==> config.mk <==
export PLATFORM = sky130hd
export DESIGN_NAME = drift_comp_counter
export DESIGN_NICKNAME = d
export VERILOG_FILES = /design/src/rtl/dcc_pkg.sv /design/src/rtl/dcc_cfg_regs.sv /design/src/rtl/dcc_frac_acc.sv /design/src/rtl/dcc_count.sv /design/src/rtl/dcc_read_port.sv /design/src/rtl/drift_comp_counter.sv
export SDC_FILE = /design/constraint.sdc
export NUM_CORES = 1
export LEC_CHECK = 0
export CAP_MARGIN = 20
export CORE_MARGIN = 2
export CORE_UTILIZATION = 47
export CTS_CLUSTER_SIZE = 30
export DETAILED_ROUTE_END_ITERATION = 16
export HOLD_SLACK_MARGIN = 0.06
export PLACE_DENSITY_LB_ADDON = 0.1
export SYNTH_ARGS = -nofsm -noshare
export SYNTH_HDL_FRONTEND = slang
export SYNTH_SLANG_ARGS = --single-unit
==> constraint.sdc <==
create_clock -name clk -period 10.05 [get_ports clk]
set_clock_uncertainty 0.15 [all_clocks]
set_input_delay 3.015 -clock clk [delete_from_list [all_inputs] [get_ports clk]]
set_output_delay 3.015 -clock clk [all_outputs]
set_load 0.01 [all_outputs]
==> src/rtl/dcc_pkg.sv <==
package dcc_pkg;

   localparam int unsigned REG_ADDR_W = 3;

   typedef enum logic [REG_ADDR_W-1:0] {
      A_RATE   = 3'd0,
      A_TRIM   = 3'd1,
      A_RUN    = 3'd2,
      A_CNT_LO = 3'd3,
      A_CNT_HI = 3'd4
   } reg_addr_e;

   typedef struct packed {
      logic extra;   // one whole correction count due this strobe
      logic up;      // direction of that count
   } trim_step_t;

endpackage

==> src/rtl/dcc_cfg_regs.sv <==
module dcc_cfg_regs
   import dcc_pkg::*;
#(
   parameter int unsigned DATA_W = 32
) (
   input  logic                  clk,
   input  logic                  rst,
   input  logic                  wr_en,
   input  logic [REG_ADDR_W-1:0] wr_addr,
   input  logic [DATA_W-1:0]     wr_data,
   output logic [DATA_W-1:0]     rate_o,
   output logic [DATA_W-1:0]     trim_o,
   output logic                  run_o
);

   always_ff @(posedge clk) begin
      if (rst) begin
         rate_o <= '0;
         trim_o <= '0;
         run_o  <= 1'b0;
      end else if (wr_en) begin
         case (wr_addr)
            A_RATE:  rate_o <= wr_data;
            A_TRIM:  trim_o <= wr_data;
            A_RUN:   run_o  <= wr_data[0];
            default: ;
         endcase
      end
   end


   rate_load_chk: assert property (@(posedge clk) disable iff (rst)
      (wr_en && wr_addr == A_RATE) |=> rate_o == $past(wr_data));


   cfg_keep_chk: assert property (@(posedge clk) disable iff (rst)
      !wr_en |=> ($stable(rate_o) && $stable(trim_o) && $stable(run_o)));

endmodule

==> src/rtl/dcc_frac_acc.sv <==
module dcc_frac_acc
   import dcc_pkg::*;
#(
   parameter int unsigned MAG_W     = 7,
   parameter int unsigned FRAC_BASE = 100
) (
   input  logic             clk,
   input  logic             rst,
   input  logic             adv,
   input  logic             trim_up,
   input  logic [MAG_W-1:0] trim_mag,
   output trim_step_t       step_o
);

   localparam int unsigned SUM_W = MAG_W + 1;
   localparam logic [MAG_W-1:0] MAG_MAX = MAG_W'(FRAC_BASE - 1);
   localparam logic [SUM_W-1:0] BASE_V  = SUM_W'(FRAC_BASE);

   generate
      if (FRAC_BASE < 2 || FRAC_BASE > (1 << MAG_W)) begin : g_bad_base
         $error("dcc_frac_acc: FRAC_BASE must fit the magnitude field");
      end
   endgenerate

   logic [MAG_W-1:0] acc_q;
   logic [MAG_W-1:0] mag_eff;
   logic [SUM_W-1:0] sum;
   logic             carry;

   always_comb begin
      mag_eff = (trim_mag > MAG_MAX) ? MAG_MAX : trim_mag;
      sum     = {1'b0, acc_q} + {1'b0, mag_eff};
      carry   = (sum >= BASE_V);
      step_o.extra = adv && carry;
      step_o.up    = trim_up;
   end

   always_ff @(posedge clk) begin
      if (rst) begin
         acc_q <= '0;
      end else if (adv) begin
         acc_q <= carry ? MAG_W'(sum - BASE_V) : sum[MAG_W-1:0];
      end
   end


   acc_range_chk: assert property (@(posedge clk) disable iff (rst)
      acc_q < MAG_W'(FRAC_BASE));


   acc_hold_chk: assert property (@(posedge clk) disable iff (rst)
      !adv |=> $stable(acc_q));


   no_carry_idle_chk: assert property (@(posedge clk) disable iff (rst)
      !adv |-> !step_o.extra);

endmodule

==> src/rtl/dcc_count.sv <==
module dcc_count
   import dcc_pkg::*;
#(
   parameter int unsigned DATA_W = 32,
   parameter int unsigned CNT_W  = 64
) (
   input  logic              clk,
   input  logic              rst,
   input  logic              adv,
   input  logic [DATA_W-1:0] rate,
   input  trim_step_t        step,
   output logic [CNT_W-1:0]  cnt_o
);

   generate
      if (CNT_W <= DATA_W || CNT_W > 2 * DATA_W) begin : g_bad_width
         $error("dcc_count: CNT_W must lie in (DATA_W, 2*DATA_W]");
      end
   endgenerate

   logic [CNT_W-1:0] adj;
   logic [CNT_W-1:0] cnt_n;

   always_comb begin
      if (!step.extra)   adj = '0;
      else if (step.up)  adj = CNT_W'(1);
      else               adj = '1;
      cnt_n = cnt_o + CNT_W'(rate) + adj;
   end

   always_ff @(posedge clk) begin
      if (rst)      cnt_o <= '0;
      else if (adv) cnt_o <= cnt_n;
   end


   hold_when_idle_chk: assert property (@(posedge clk) disable iff (rst)
      !adv |=> $stable(cnt_o));


   step_size_chk: assert property (@(posedge clk) disable iff (rst)
      adv |=> ((cnt_o - $past(cnt_o) - CNT_W'($past(rate)) + CNT_W'(1)) <= CNT_W'(2)));


   trim_applied_chk: assert property (@(posedge clk) disable iff (rst)
      (adv && step.extra) |=> (cnt_o - $past(cnt_o)) != CNT_W'($past(rate)));

endmodule

==> src/rtl/dcc_read_port.sv <==
module dcc_read_port
   import dcc_pkg::*;
#(
   parameter int unsigned DATA_W  = 32,
   parameter int unsigned CNT_W   = 64,
   parameter bit          SNAP_HI = 1'b1
) (
   input  logic                  clk,
   input  logic                  rst,
   input  logic                  rd_en,
   input  logic [REG_ADDR_W-1:0] rd_addr,
   input  logic [DATA_W-1:0]     rate,
   input  logic [DATA_W-1:0]     trim,
   input  logic                  run,
   input  logic [CNT_W-1:0]      cnt,
   output logic [DATA_W-1:0]     rd_data
);

   localparam int unsigned HI_W = CNT_W - DATA_W;

   logic [HI_W-1:0] hi_val;

   generate
      if (SNAP_HI) begin : g_snap
         logic [HI_W-1:0] hi_q;
         always_ff @(posedge clk) begin
            if (rst)                              hi_q <= '0;
            else if (rd_en && rd_addr == A_CNT_LO) hi_q <= cnt[CNT_W-1:DATA_W];
         end
         assign hi_val = hi_q;


         hi_snap_chk: assert property (@(posedge clk) disable iff (rst)
            (rd_en && rd_addr == A_CNT_LO) |=> hi_q == $past(cnt[CNT_W-1:DATA_W]));
      end else begin : g_live
         assign hi_val = cnt[CNT_W-1:DATA_W];
      end
   endgenerate

   always_ff @(posedge clk) begin
      if (rst) begin
         rd_data <= '0;
      end else if (rd_en) begin
         case (rd_addr)
            A_RATE:   rd_data <= rate;
            A_TRIM:   rd_data <= trim;
            A_RUN:    rd_data <= DATA_W'(run);
            A_CNT_LO: rd_data <= cnt[DATA_W-1:0];
            A_CNT_HI: rd_data <= DATA_W'(hi_val);
            default:  rd_data <= '0;
         endcase
      end
   end


   rd_hold_chk: assert property (@(posedge clk) disable iff (rst)
      !rd_en |=> $stable(rd_data));


   lo_read_chk: assert property (@(posedge clk) disable iff (rst)
      (rd_en && rd_addr == A_CNT_LO) |=> rd_data == $past(cnt[DATA_W-1:0]));

endmodule

==> src/rtl/drift_comp_counter.sv <==
module drift_comp_counter
   import dcc_pkg::*;
#(
   parameter int unsigned DATA_W    = 32,
   parameter int unsigned CNT_W     = 64,
   parameter int unsigned MAG_W     = 7,
   parameter int unsigned FRAC_BASE = 100,
   parameter bit          SNAP_HI   = 1'b1
) (
   input  logic                  clk,
   input  logic                  rst,
   input  logic                  ref_tick,
   input  logic                  wr_en,
   input  logic [REG_ADDR_W-1:0] wr_addr,
   input  logic [DATA_W-1:0]     wr_data,
   input  logic                  rd_en,
   input  logic [REG_ADDR_W-1:0] rd_addr,
   output logic [DATA_W-1:0]     rd_data,
   output logic [CNT_W-1:0]      count_o
);

   localparam int unsigned SIGN_BIT = DATA_W - 1;

   generate
      if (MAG_W >= SIGN_BIT) begin : g_bad_mag
         $error("drift_comp_counter: magnitude field overlaps the sign bit");
      end
   endgenerate

   logic [DATA_W-1:0] rate;
   logic [DATA_W-1:0] trim;
   logic              run;
   logic              adv;
   trim_step_t        step;

   assign adv = ref_tick && run;

   dcc_cfg_regs #(.DATA_W(DATA_W)) u_cfg (
      .clk     (clk),
      .rst     (rst),
      .wr_en   (wr_en),
      .wr_addr (wr_addr),
      .wr_data (wr_data),
      .rate_o  (rate),
      .trim_o  (trim),
      .run_o   (run)
   );

   dcc_frac_acc #(.MAG_W(MAG_W), .FRAC_BASE(FRAC_BASE)) u_frac (
      .clk      (clk),
      .rst      (rst),
      .adv      (adv),
      .trim_up  (trim[SIGN_BIT]),
      .trim_mag (trim[MAG_W-1:0]),
      .step_o   (step)
   );

   dcc_count #(.DATA_W(DATA_W), .CNT_W(CNT_W)) u_cnt (
      .clk   (clk),
      .rst   (rst),
      .adv   (adv),
      .rate  (rate),
      .step  (step),
      .cnt_o (count_o)
   );

   dcc_read_port #(.DATA_W(DATA_W), .CNT_W(CNT_W), .SNAP_HI(SNAP_HI)) u_rd (
      .clk     (clk),
      .rst     (rst),
      .rd_en   (rd_en),
      .rd_addr (rd_addr),
      .rate    (rate),
      .trim    (trim),
      .run     (run),
      .cnt     (count_o),
      .rd_data (rd_data)
   );


   reset_zero_chk: assert property (@(posedge clk)
      rst |=> (count_o == '0 && rd_data == '0));

endmodule

Word level (Yosys, flattened, before mapping):

Cells that the tools add are included.
Widths: inputs -> output; s select.

* register bits: 200
* bits in latches: 0
* bits in writable memories: 0
* ROM bits: 0
* input bits: 43
* output and inout bits: 96
* logic and storage cells: 32
* memories kept: 0

* add/subtract/negate cells: 4
* multiply operators: 0
* divide/modulo/power cells: 0
* magnitude comparators: 2
* equality and inequality tests: 6
* shift operators: 0
* muxes and demuxes: 5
* bitwise logic cells: 0
* reductions and logical operators: 8

Operators with widths (number)
* $pmux 32 s5: 1
* $mux 64: 2
* $add 64x32->64: 1
* $add 64x64->64: 1
* $mux 7: 2
* $eq 3x2->1 const B: 3
* $add 7x7->8: 1
* $ge 8x7->1 const B: 1
* $gt 7x7->1 const B: 1
* $sub 7x7->7 const B: 1
* $eq 3x1->1 const B: 2
* $logic_not 3->1: 2
* $reduce_and 2->1: 3
* $eq 3x3->1 const B: 1
* $logic_and 1x1->1: 3

Longest topological paths before layout:

* depth after elaboration: 7
* mapped depth: 27
* mapped depth without buffers: 24

Hierarchy:

Synthesis repeated with hierarchy kept, for this count alone.

* cells, all modules: 1633
* area, all modules: 13922.1 um^2

By module, submodules not included
* dcc_count: times used 1, cells each 813, area each 6872.8 um^2, seq. area each 1281.2 um^2
* dcc_read_port: times used 1, cells each 465, area each 3462.1 um^2, seq. area each 1281.2 um^2
* dcc_cfg_regs: times used 1, cells each 250, area each 2712.6 um^2, seq. area each 1301.2 um^2
* dcc_frac_acc: times used 1, cells each 104, area each 868.3 um^2, seq. area each 140.1 um^2
* drift_comp_counter: times used 1, cells each 1, area each 6.3 um^2, seq. area each 0.0 um^2

Worst setup path after synthesis:

OpenSTA, ideal clock, no wires.

* path type: input to register
* start: input ref_tick
* end: register u_cnt.cnt_o[57]
* setup time: 74 ps
* arrival time: 7397 ps
* required time: 9826 ps
* setup slack: 2429 ps
* stages on the path: 18
* path buffers: 2
* path through: nand2_1 a311oi_1 clkbuf_1 buf_2 xor2_1 ha_1 a21o_1 ha_1 nand2_2 or3_4 or4_4 o22ai_2 o211ai_2 a2111oi_2 o2111ai_1 and2_4 or4_1 a31oi_1

* longest elaborated chain between the ends: 4

Ends and longest elaborated chain
* start, declared: RTL line drift_comp_counter.sv:12 `input logic ref_tick,`
* $logic_and 1x1->1 (*): RTL line drift_comp_counter.sv:36 `assign adv = ref_tick && run;`
* $logic_and 1x1->1: RTL line dcc_frac_acc.sv:34 `step_o.extra = adv && carry;`
* $mux 64: RTL line dcc_count.sv:25 `if (!step.extra) adj = '0;`
* $add 64x64->64: RTL line dcc_count.sv:28 `cnt_n = cnt_o + CNT_W'(rate) + adj;`
* end signal, assigned: RTL line dcc_count.sv:33 `else if (adv) cnt_o <= cnt_n;`
* end, declared: RTL line dcc_count.sv:12 `output logic [CNT_W-1:0] cnt_o`

Mark *: on every way between the ends. The rest lies on a longest branch, timed or not.
A chain may end at the register's enable or synchronous reset.

Worst setup path in the final report:

* start: input ref_tick
* end: register u_cnt.cnt_o[59]

The elaborated chain is that of the path after synthesis.

==> impl_metrics.ini <==
[outcome]
status = complete, no violations

[power_and_ir_drop]
p_leak_uw = 0.00641
irDropWorstVdd_mv = 0.121
power_density_mw_per_mm2 = 104
power_uw = 1590

[yosys]
netlist_instances = 1721
synth_top_cell_area_share_pct = 30.3
avgSynthCellArea_sq_um = 7.67
yosys_warnings = 0
yosysMostFrequentCell = nand2_1
synth_commonest_cells = nand2_1 (337), a21oi_1 (273), dfxtp_1 (200)
netlist_area_sq_mm = 0.0132
ys_ff_latch = 200
synth_nets = 1876
ys_seq_area_share_pct = 30.3
async_reset_ff_share_pct = 0
synth_largest_area_cell = dfxtp_1
synth-edff-count = 0
synthTopCellsByArea = dfxtp_1 (30%), a21oi_1 (10%), ha_1 (10%)
synth_ff_type = dfxtp_1
synthDistinctLibCells = 80

[grt]
track_usage_pct = 28.2
grt_pass1_vias = 11800
grt_overflow = 0
antenna_found_initial = 0
grt_max_degree = 88
grt_pass1_wl_mm = 65.1

[sta]
max_freq_mhz = 124
rsz0062_at_grt = false
hold_viol = 0
finalCritPeriodShare_pct = 80.1
min_period_ns = 8.05
final-setup-viol-count = 0
finalMaxSlewViolations = 0
setup_total_negative_slack_ns = 0
tightest_slew_ns = 1.04
relSlewSlack_pct = 30.8

[layout]
final_area_sq_mm = 0.0152
final_nets = 1935
regArea_sq_mm = 0.00400
multi_input_area_sq_mm = 0.00852
antenna_cells = 0
fillers = 2693
drive_above_1_share_pct = 4.02
syn_to_final_growth_pct = 15.5
stdcell_count = 2171
final_util_pct = 55.0

[drt]
drt-wirelength-per-cell_microns = 19.2
drt_first_pass_iters = 6
wl_mm = 41.7
num_vias = 12800
dr.first_iter.drc_count = 1170
viasPerCell = 5.89
ant_nets = 0
drc = 0

[clocking]
cts_buffers = 17
clk_latency_ns = 0.45
cts.sink_count = 200
cts-root-buf = clkbuf_16
cts_tree = yes
cts.repair.resized = 0
cts_setup_buffers = 0
htreeDepth = 4
cts_buffer_depth = 2
cts_hold_buf = 0
cts.clk_slew.worst_paths_ns = 0.09

[worst_setup_path]
cp_max_fo = 75
path_cells = clkdlybuf4s50_1 > nand2_2 > buf_4 > a31oi_1 > fa_1 > ha_1 > fa_1 > a211oi_1 > o21bai_1 > a22oi_1 > o22ai_2 > o211ai_1 > a31oi_1 > or3b_2 > a41o_1 > xnor2_1 > o21ai_0
required_ns = 10.22
crit_type = in2reg
end_kind = register
crit_arrival_ns = 8.22
start_kind = primary input
crit_start = ref_tick
max_stage_delay_ns = 0.73
r2r-start = u_cfg.trim_o[2]$_SDFFE_PP0P_
timing.critical_path.slowest_stage_cell = buf_4

[place]
gp_congestion = 0.991
io_buffers = 138
hpwl_mm = 29.9
dp_cells = 2139
placed_area_sq_mm = 0.0147

[worst_hold_path]
min_from = u_rd.g_snap.hi_q[13]$_SDFFE_PP0P_
worstHoldPathType = reg2reg

[floorplanning]
die_w_microns = 172
fp.dieH_microns = 172
initial_core_util_pct = 47.6
die_area_sq_mm = 0.0294
ioPinCount = 139
rows = 61
core_area_sq_mm = 0.0277

[run]
maxCapViolCount = 0
[critical path, delay by kind of cell]
kind,cells,cell delay [ns]
and+or+nand+nor,2,0.62
AOI/OAI and AO/OA,9,2.19
xor gates and xnor gates,1,0.13
buffers and inverters,2,1.16
adders and majority gates,3,1.07
[power by group]
group	switching (uW)	internal, uW	total (uW)
Clock	356	332	688
Sequential	7.08	798	805
Combinational	62.8	35.0	97.8
[flip-flops by register name, indices dropped and copies added, names as in the netlist]
register	cells
u_cfg.run_o	1
u_cfg.trim_o	32
u_cfg.rate_o	32
u_frac.acc_q	7
u_rd.rd_data	32
u_rd.g_snap.hi_q	32
u_cnt.cnt_o	64
[logic make-up after synthesis]
| family | synth area share [%] |
|---|---|
| and+or+nand+nor | 19.2 |
| AOI/OAI and AO/OA | 26.6 |
| DFF | 30.3 |
| buffers and inverters | 5.41 |
| adders and majority gates | 10.8 |
| xor gates and xnor gates | 7.10 |
| muxes | 0.550 |
[through the flow]
stage	setup slack [ns]	hold WS [ns]
final	2.00	0.310
after global routing	1.68	0.329
after CTS	2.09	0.310
after detailed placement	1.62	0.300
after global placement	1.71	0.294
after floorplan	2.43	0.286
[routing by layer]
layer / GRT usage [%] / wire length, microns
met5: 0 / 0
met4: 8.18 / 962
met3: 4.46 / 2750
met2: 43.2 / 18200
met1: 40.6 / 19900
[final timing paths]
check                                 endpoint  slack [ns]  depth (start not counted)
min reg2reg  u_rd.g_snap.hi_q[13]$_SDFFE_PP0P_        0.31                          2
max reg2reg       u_cnt.cnt_o[57]$_SDFFE_PP0P_        2.52                         24
max               u_cnt.cnt_o[59]$_SDFFE_PP0P_        2.00                         17
min          u_rd.g_snap.hi_q[13]$_SDFFE_PP0P_        0.31                          2
[layout make-up]
type | count | area share [%]
clock buffers | 19 | 2.84
clock inverters | 13 | 0.838
inverters | 33 | 0.813
multi-input cells | 1371 | 55.9
flip-flops and latches | 200 | 26.3
well taps | 378 | 3.10
repair buffers | 157 | 10.2
[layout by cell type, fill, tap and decap left out, drive strengths merged, types with 7 or more instances in the layout]
master         synthesis  final
a21oi                273    273
xnor2                 38     38
inv                   32     43
o21a                  11     11
ha                   109    109
nand2                338    338
o211ai                12     12
nand3                 31     31
o21bai                18     18
a22oi                 64     64
dfxtp                200    200
clkdlybuf4s50          0    137
and3                   7      7
a31oi                 11     11
a211oi                18     18
buf                   25     20
clkbuf                88     19
and2                  33     33
nand4                 20     20
a21o                  63     63
nor3                  20     20
nor2b                 10     10
o21ai                 61     61
xor2                  69     69
nor2                  84     84
(Power assumes the default switching activity.)
